==> config.mk <==
export PLATFORM = sky130hd
export DESIGN_NAME = kbc_host_if
export DESIGN_NICKNAME = d
export VERILOG_FILES = /design/src/rtl/kbc_pkg.sv /design/src/rtl/kbc_buf_flags.sv /design/src/rtl/kbc_ctrl_regs.sv /design/src/rtl/kbc_irq_gen.sv /design/src/rtl/kbc_host_if.sv
export SDC_FILE = /design/constraint.sdc
export NUM_CORES = 1
export LEC_CHECK = 0
export ABC_AREA = 0
export BUFFER_PORTS_ARGS = -buffer_cell sky130_fd_sc_hd__buf_2
export CORE_MARGIN = 2
export CORE_UTILIZATION = 38
export DETAILED_ROUTE_END_ITERATION = 8
export GPL_TIMING_DRIVEN = 0
export MAX_ROUTING_LAYER = met4
export PLACE_DENSITY = 0.62
export SYNTH_ARGS = -nofsm -noshare
export SYNTH_HDL_FRONTEND = slang
export SYNTH_SLANG_ARGS = --single-unit
export TNS_END_PERCENT = 30
==> constraint.sdc <==
create_clock -name clk -period 3.6 [get_ports clk]
set_clock_uncertainty 0.2 [all_clocks]
set_input_delay 0 -clock clk [delete_from_list [all_inputs] [get_ports clk]]
set_output_delay 0 -clock clk [all_outputs]
set_load 0.01 [all_outputs]
==> src/rtl/kbc_pkg.sv <==
// Shared constants for the keyboard controller host interface.
// Assumes an 8-bit data path; bit positions are fixed by the register layout.
package kbc_pkg;
    localparam int DATA_W = 8;
    localparam int ADDR_W = 3;
    localparam int SW_W   = 4;

    typedef enum logic [ADDR_W-1:0] {
        A_IN   = 3'd0,
        A_OUT  = 3'd1,
        A_STAT = 3'd2,
        A_CTRL = 3'd3,
        A_IRQ  = 3'd4
    } kbc_addr_e;

    // control bit positions
    localparam int C_IRQ1_AUTO = 0;
    localparam int C_OBE_IE    = 2;
    localparam int C_IBF_IE    = 3;
    localparam int C_MODE      = 5;
    localparam int C_CLR_OBF   = 6;
    localparam int C_CLR_IBF   = 7;

    // status bit positions
    localparam int S_OBF = 0;
    localparam int S_IBF = 1;
    localparam int S_CMD = 3;
    localparam int S_SW  = 4;
endpackage

==> src/rtl/kbc_buf_flags.sv <==
// Data bytes and buffer flags. Holds the input byte, the output byte, IBF,
// OBF and the command flag. Assumes single-cycle strobes. A set of a flag
// has priority over a clear in the same cycle; the resets override both.
module kbc_buf_flags
    import kbc_pkg::*;
(
    input  logic              clk,
    input  logic              rst_n,
    input  logic              host_rst_n,
    input  logic              host_wr,
    input  logic              host_rd,
    input  logic              host_cmd_sel,
    input  logic [DATA_W-1:0] host_wdata,
    input  logic              out_wr,
    input  logic [DATA_W-1:0] out_wdata,
    input  logic              ibf_clr,
    input  logic              obf_clr,
    output logic [DATA_W-1:0] in_data,
    output logic [DATA_W-1:0] out_data,
    output logic              ibf,
    output logic              obf,
    output logic              cmd_flag
);
    // Input byte and command flag, loaded on every host write.
    always_ff @(posedge clk) begin
        if (!rst_n) begin
            in_data  <= '0;
            cmd_flag <= 1'b0;
        end else if (host_wr) begin
            in_data  <= host_wdata;
            cmd_flag <= host_cmd_sel;
        end
    end

    // IBF: host write sets it, a controller clear drops it, either reset clears it.
    always_ff @(posedge clk) begin
        if (!rst_n || !host_rst_n) ibf <= 1'b0;
        else if (host_wr)          ibf <= 1'b1;
        else if (ibf_clr)          ibf <= 1'b0;
    end

    // Output byte, loaded on a controller write.
    always_ff @(posedge clk) begin
        if (!rst_n)      out_data <= '0;
        else if (out_wr) out_data <= out_wdata;
    end

    // OBF: controller write sets it, a host data read or a write-1 clear drops it.
    always_ff @(posedge clk) begin
        if (!rst_n)                                obf <= 1'b0;
        else if (out_wr)                           obf <= 1'b1;
        else if ((host_rd && !host_cmd_sel) || obf_clr) obf <= 1'b0;
    end
endmodule

==> src/rtl/kbc_ctrl_regs.sv <==
// Controller-writable registers: control, IRQ register and the software
// status bits. It also decodes the self-clearing write-one pulses. A pulse
// counts only when the same write selects explicit clear mode.
module kbc_ctrl_regs
    import kbc_pkg::*;
(
    input  logic              clk,
    input  logic              rst_n,
    input  logic              reg_wr,
    input  logic [ADDR_W-1:0] reg_addr,
    input  logic [DATA_W-1:0] reg_wdata,
    output logic [DATA_W-1:0] ctrl,
    output logic              irq_bit,
    output logic [SW_W-1:0]   sw_status,
    output logic              ibf_w1c,
    output logic              obf_w1c
);
    localparam int STORED_W = C_CLR_OBF;  // bits below the pulse bits are stored

    logic [STORED_W-1:0] ctrl_q;
    logic                ctrl_we;

    assign ctrl_we = reg_wr && (reg_addr == A_CTRL);

    // Control register storage; the pulse bits are not stored.
    always_ff @(posedge clk) begin
        if (!rst_n)       ctrl_q <= '0;
        else if (ctrl_we) ctrl_q <= reg_wdata[STORED_W-1:0];
    end

    // IRQ register, bit 0 only.
    always_ff @(posedge clk) begin
        if (!rst_n)                            irq_bit <= 1'b0;
        else if (reg_wr && reg_addr == A_IRQ)  irq_bit <= reg_wdata[0];
    end

    // Software-owned upper status bits.
    always_ff @(posedge clk) begin
        if (!rst_n)                            sw_status <= '0;
        else if (reg_wr && reg_addr == A_STAT) sw_status <= reg_wdata[DATA_W-1:S_SW];
    end

    // Self-clearing pulses and read-back view with the pulse bits as zero.
    always_comb begin
        ibf_w1c = ctrl_we && reg_wdata[C_MODE] && reg_wdata[C_CLR_IBF];
        obf_w1c = ctrl_we && reg_wdata[C_MODE] && reg_wdata[C_CLR_OBF];
        ctrl    = {{(DATA_W-STORED_W){1'b0}}, ctrl_q};
    end
endmodule

==> src/rtl/kbc_irq_gen.sv <==
// Interrupt outputs. Controller interrupts are gated flags. IRQ1 comes from
// OBF or from the software IRQ bit, as the auto bit selects. Combinational.
module kbc_irq_gen (
    input  logic irq1_auto,
    input  logic obe_ie,
    input  logic ibf_ie,
    input  logic ibf,
    input  logic obf,
    input  logic irq_bit,
    output logic irq_ibf,
    output logic irq_obe,
    output logic irq1
);
    // Gate the flags with their enables and pick the IRQ1 source.
    always_comb begin
        irq_ibf = ibf_ie && ibf;
        irq_obe = obe_ie && !obf;
        irq1    = irq1_auto ? obf : irq_bit;
    end
endmodule

==> src/rtl/kbc_host_if.sv <==
// Top of the keyboard controller host interface. Wires the buffer flags,
// the control registers and the interrupt logic, and muxes both read paths.
// Assumes one-cycle host and controller strobes; reads are combinational.
module kbc_host_if
    import kbc_pkg::*;
(
    input  logic              clk,
    input  logic              rst_n,
    input  logic              host_rst_n,
    input  logic              host_wr,
    input  logic              host_rd,
    input  logic              host_cmd_sel,
    input  logic [DATA_W-1:0] host_wdata,
    output logic [DATA_W-1:0] host_rdata,
    input  logic              reg_wr,
    input  logic              reg_rd,
    input  logic [ADDR_W-1:0] reg_addr,
    input  logic [DATA_W-1:0] reg_wdata,
    output logic [DATA_W-1:0] reg_rdata,
    output logic              irq_ibf,
    output logic              irq_obe,
    output logic              irq1
);
    logic [DATA_W-1:0] in_data, out_data, ctrl, status;
    logic [SW_W-1:0]   sw_status;
    logic              ibf, obf, cmd_flag, irq_bit;
    logic              ibf_w1c, obf_w1c, ibf_clr, out_wr;

    assign out_wr  = reg_wr && (reg_addr == A_OUT);
    assign ibf_clr = ibf_w1c || (reg_rd && reg_addr == A_IN && !ctrl[C_MODE]);

    kbc_ctrl_regs u_regs (
        .clk(clk), .rst_n(rst_n), .reg_wr(reg_wr), .reg_addr(reg_addr),
        .reg_wdata(reg_wdata), .ctrl(ctrl), .irq_bit(irq_bit),
        .sw_status(sw_status), .ibf_w1c(ibf_w1c), .obf_w1c(obf_w1c)
    );

    kbc_buf_flags u_flags (
        .clk(clk), .rst_n(rst_n), .host_rst_n(host_rst_n),
        .host_wr(host_wr), .host_rd(host_rd), .host_cmd_sel(host_cmd_sel),
        .host_wdata(host_wdata), .out_wr(out_wr), .out_wdata(reg_wdata),
        .ibf_clr(ibf_clr), .obf_clr(obf_w1c), .in_data(in_data),
        .out_data(out_data), .ibf(ibf), .obf(obf), .cmd_flag(cmd_flag)
    );

    kbc_irq_gen u_irq (
        .irq1_auto(ctrl[C_IRQ1_AUTO]), .obe_ie(ctrl[C_OBE_IE]),
        .ibf_ie(ctrl[C_IBF_IE]), .ibf(ibf), .obf(obf), .irq_bit(irq_bit),
        .irq_ibf(irq_ibf), .irq_obe(irq_obe), .irq1(irq1)
    );

    // Assemble the status byte from flags and software bits.
    always_comb begin
        status        = '0;
        status[S_OBF] = obf;
        status[S_IBF] = ibf;
        status[S_CMD] = cmd_flag;
        status[DATA_W-1:S_SW] = sw_status;
    end

    // Host read path: status on the command port, output byte on the data port.
    assign host_rdata = host_cmd_sel ? status : out_data;

    // Controller read path by address.
    always_comb begin
        case (reg_addr)
            A_IN:    reg_rdata = in_data;
            A_STAT:  reg_rdata = status;
            A_CTRL:  reg_rdata = ctrl;
            A_IRQ:   reg_rdata = {{(DATA_W-1){1'b0}}, irq_bit};
            default: reg_rdata = '0;
        endcase
    end
endmodule

After elaboration in Yosys (flattened, before gate mapping)

Index checks and enable logic that the tools add are counted.

Bits in registers: 30
Input bits: 27
Output and inout port bits: 19
Logic and storage cells: 42

Eq/ne operators: 4
Multiplexer cells: 7
Reduce and logical (&&, ||, !) cells: 23

Operator list:

| cell                 | number |
|---|---|
| $pmux W8 S4          | 1 |
| $logic_and A1 B1 Y1  | 12 |
| $mux W8              | 1 |
| $eq A3 B2 Y1 const B | 2 |
| $logic_not A1 Y1     | 5 |
| $mux W1              | 5 |
| $reduce_bool A2 Y1   | 2 |
| $eq A3 B1 Y1 const B | 1 |
| $eq A3 B3 Y1 const B | 1 |
| $logic_not A3 Y1     | 1 |
| $logic_or A1 B1 Y1   | 3 |

Logic depth before layout (Yosys ltp)

Word-level depth: 7
Mapped depth: 4
Gate-level depth less buffers: 3

Hierarchy

A second synthesis with hierarchy kept.

Cell total of the unflattened synthesis: 163
Area, all modules: 1,597.8 µm²

By module, submodules not included:

| module        | instances | cells each | area an instance (µm²) | sequential area each (µm²) |
|---|---|---|---|---|
| kbc_buf_flags | 1         | 63         | 733.2                  | 380.4 |
| kbc_ctrl_regs | 1         | 53         | 505.5                  | 220.2 |
| kbc_host_if   | 1         | 44         | 331.6                  | 0.0 |
| kbc_irq_gen   | 1         | 3          | 27.5                   | 0.0 |

Least setup slack after synthesis

OpenSTA, ideal clock, no wires.

Path kind: input to register
Start point: in reg_addr[2]
End point: reg u_flags.ibf
Library setup time: 118 ps
Arrival time: 852 ps
Required time: 3,282 ps
Setup slack: 2,431 ps
Stages on the path: 3
Path buffers: 0
Cell sequence: nand4b_4 or4b_1 o2111a_1

Word-level cells in the longest chain between the ends: 6
Elaborated cells between the ends (all ways): 9
Classes of those cells: eq/ne (1); reduce/logical (8)

RTL lines:

| what                                  | line                | RTL |
|---|---|---|
| start: declaration                    | kbc_host_if.sv:17   | `input logic [ADDR_W-1:0] reg_addr,` |
| $eq A3 B2 Y1                          | kbc_ctrl_regs.sv:23 | `assign ctrl_we = reg_wr && (reg_addr == A_CTRL);` |
| $logic_and A1 B1 Y1                   | kbc_ctrl_regs.sv:23 |  |
| $logic_and A1 B1 Y1 (2 in series)     | kbc_ctrl_regs.sv:45 | `ibf_w1c = ctrl_we && reg_wdata[C_MODE] && reg_wdata[C_CLR_IBF];` |
| $logic_or A1 B1 Y1 *                  | kbc_host_if.sv:30   | `assign ibf_clr = ibf_w1c \|\| (reg_rd && reg_addr == A_IN && !ctrl[C_MODE]);` |
| $reduce_bool A2 Y1 (no source line) * | n/a                 |  |
| end signal: assignment                | kbc_buf_flags.sv:37 | `if (!rst_n \|\| !host_rst_n) ibf <= 1'b0;` |
| end signal: assignment                | kbc_buf_flags.sv:38 | `else if (host_wr) ibf <= 1'b1;` |
| end signal: assignment                | kbc_buf_flags.sv:39 | `else if (ibf_clr) ibf <= 1'b0;` |
| end: declaration                      | kbc_buf_flags.sv:20 | `output logic ibf,` |

Every way passes the cells marked *; elsewhere a longest branch is shown, timed or not.
A chain may end at the register's enable or synchronous reset.

Worst setup path in the final report

Start point: in reg_wdata[5]
End point: reg u_flags.ibf

Word-level cells in the longest chain between the ends: 4

RTL lines:

| what                                | line                | RTL |
|---|---|---|
| start: declaration                  | kbc_host_if.sv:18   | `input logic [DATA_W-1:0] reg_wdata,` |
| $logic_and A1 B1 Y1 (2 in series)   | kbc_ctrl_regs.sv:45 |  |
| $logic_or A1 B1 Y1                  | kbc_host_if.sv:30   |  |
| $reduce_bool A2 Y1 (no source line) | n/a                 |  |

Every way passes these cells.

==> results.md <==
* Outcome: finished, final reports clean
* Critical path data arrival time at 1930 ps
* Vias per cell at 4.86
* CTS tree: done
* Row count at 22
* Buffers on Ports at 44
* Crit path required time at 3560 ps
* Setup Crit Path Kind: in -> reg
* Area of the die at 4340 um^2
* # Max-Cap Violations at 0
* Synth unique cells at 29
* Vias in the first global route at 1293
* Initial core utilization at 39.7%
* Core area at 3660 um^2
* Syn nets at 187
* Static leakage at 0.960 nW
* Final Cell Area at 2000 um^2
* Gr ovfl total at 0
* DP Cell Count at 252
* Total negative slack at 0 ps
* First-pass GRT wire length at 6030 um
* GP Congestion at 0.763
* Hold Crit Class: in -> reg
* Overall power at 701 uW
* Clock Sinks at 30
* Post-synthesis sequential area ratio at 41.3%
* Layout cell share with drive strength beyond 1 at 23.9%
* Routed vias at 1351
* Main synth FF type: dfxtp_1
* DRT antenna net count at 0
* Initial antenna violation count at 0
* Longest Clk Path Bufs at 2
* DR iter-0 viols at 27
* Drt wl/cell at 13.6 um
* Initial DRT Pass Iterations at 4
* Cts repair resizes at 0
* Post-synth EDFFs at 0
* Antenna Cells at 0
* Synthesized area at 1450 um^2
* Placed cell areas at 1730 um^2
* Synthesis-to-layout area growth at 37.6%
* Synth Area per Inst at 9.09 um^2
* # setup viols final at 0
* Hold Fails Final Rpt at 0
* CTS buffer count at 5
* Slew headroom at 62.5%
* Die H at 65.9 um
* I/O Pins at 46
* Clk_lat worst skew at 280 ps
* Maximum fanout along the worst path at 4
* H-Tree Depth at 2
* Clock root buffer: clkbuf_8
* Nets@finish at 257
* Worst Setup End Kind: flip-flop
* Final Critical Period at 1960 ps
* Non-Filler Instances at 278
* Tot GR Track Use at 19.1%
* Yosys warns at 0
* Ys async rst share at 0%
* DRT Wirelength at 3770 um
* Power Dens Cells at 350 nW/um^2
* Chip width at 65.9 um
* Final core occ at 54.6%
* Synth Register Bits at 30
* HPWL after detailed placement at 2670 um
* Max rail drop VDD at 0.000225 V
* Tcrit/Tclk final at 54.6%
* Reg2reg path depth at 4
* Max-slew violation count at 0
* Synth Instances at 160
* DRC at 0
* Largest net degree at the start of global routing at 11
* Hold path depth at 4
* Critical Path Start Type: input pin
* Achievable frequency at 0.509 GHz
* RSZ-0062 raised after global routing: no
* Clk slew on worst S/H paths at 60 ps
* Worst-Margin Slew at 562 ps
synthesized netlist by cell type, types with 3 or more instances:
cell type	n	area, um^2
nor2_1	24	90.1
clkbuf_1	8	30.0
mux2_1	7	78.8
mux2i_1	27	270
nand2_1	19	71.3
buf_2	3	15.0
inv_1	4	15.0
nor3_1	3	15.0
dfxtp_1	30	601
a21oi_1	11	55.1
or2_1	3	18.8
cells by family (layout without fill, tap and decap cells):
family | Yosys count | after routing | synth area share (%)
buffers and inverters | 16 | 86 | 4.65
and+or+nand+nor | 60 | 60 | 20.9
DFF | 30 | 30 | 41.3
muxes | 35 | 35 | 24.8
AOI/OAI and AO/OA | 19 | 19 | 8.35
flip-flops by register name, summed over array words and instances (netlist names):
| register | flops |
|---|---|
| u_regs.sw_status | 4 |
| u_flags.ibf | 1 |
| u_regs.ctrl_q | 6 |
| u_flags.cmd_flag | 1 |
| u_flags.obf | 1 |
| u_flags.out_data | 8 |
| u_flags.in_data | 8 |
| u_regs.irq_bit | 1 |
power by group:
| group | internal, mW | total [mW] | switching [mW] |
|---|---|---|---|
| sequential | 0.344 | 0.351 | 0.00699 |
| clock | 0.133 | 0.250 | 0.117 |
| combinational | 0.0518 | 0.101 | 0.0489 |
per-stage QoR:
step | hold WS, ps | setup slack, ps
2_1_floorplan | -88.4 | 2430
3_3_place_gp | 38.1 | 2110
3_5_place_dp | 44.3 | 2120
4_1_cts | 33.4 | 1660
5_1_grt | 51.6 | 1570
6_report | 35.8 | 1640
per-layer routing:
layer,wire [um],GRT usage (%),share of wire [%],vias up
met5,0,-,0,-
met4,37,4.69,0.98,0
met3,167,3.58,4.4,4
met2,1770,32.3,47,36
met1,1800,23.4,48,624
li1,-,-,-,687
worst max-delay path, cell delays in order:
cell and delay, ps:
dlygate4sd3_1 520, buf_2 140, inv_1 60, or4b_1 500, o2111a_1 160, dlygate4sd3_1 550
layout make-up:
cell class / instances / area [um^2]
Clock buffer: 7 / 76.3
Multi-Input combinational cell: 114 / 786
Tap cell: 48 / 60.1
Fill cell: 379 / 1660
Timing Repair Buffer: 63 / 410
Buffer: 12 / 52.6
Sequential cell: 30 / 601
Inverter: 4 / 15.0
placed cells by master (no fill, tap or decap), types with 2 or more instances in the layout:
master | netlist | routed
nor2b_1 | 2 | 2
nor4bb_1 | 2 | 2
and2_1 | 2 | 2
or2_1 | 3 | 3
dfxtp_1 | 30 | 30
nor3_1 | 3 | 3
mux2_1 | 7 | 7
mux2i_1 | 27 | 27
nor2_1 | 24 | 24
inv_1 | 4 | 4
buf_2 | 3 | 47
clkbuf_1 | 8 | 10
clkbuf_8 | 0 | 5
a21oi_1 | 11 | 11
dlygate4sd3_1 | 0 | 19
nand2_1 | 19 | 19
path summary, 6_finish.rpt:
kind	slack [ps]	to	from
worst max register to register	1810	u_flags.ibf	u_regs.ctrl_q[5]
worst min-delay path	40	u_regs.ctrl_q[4]	reg_wr
worst min register to register	250	u_flags.out_data[2]	u_flags.out_data[2]
worst max-delay path	1640	u_flags.ibf	reg_wdata[5]
what timing repair did:
item / CTS / global route
hold buffers: 19 / 0
buffers inserted: 0 / 0
endpoints found under the hold margin: 29 / 0
Power figures use the tool's default switching activity.
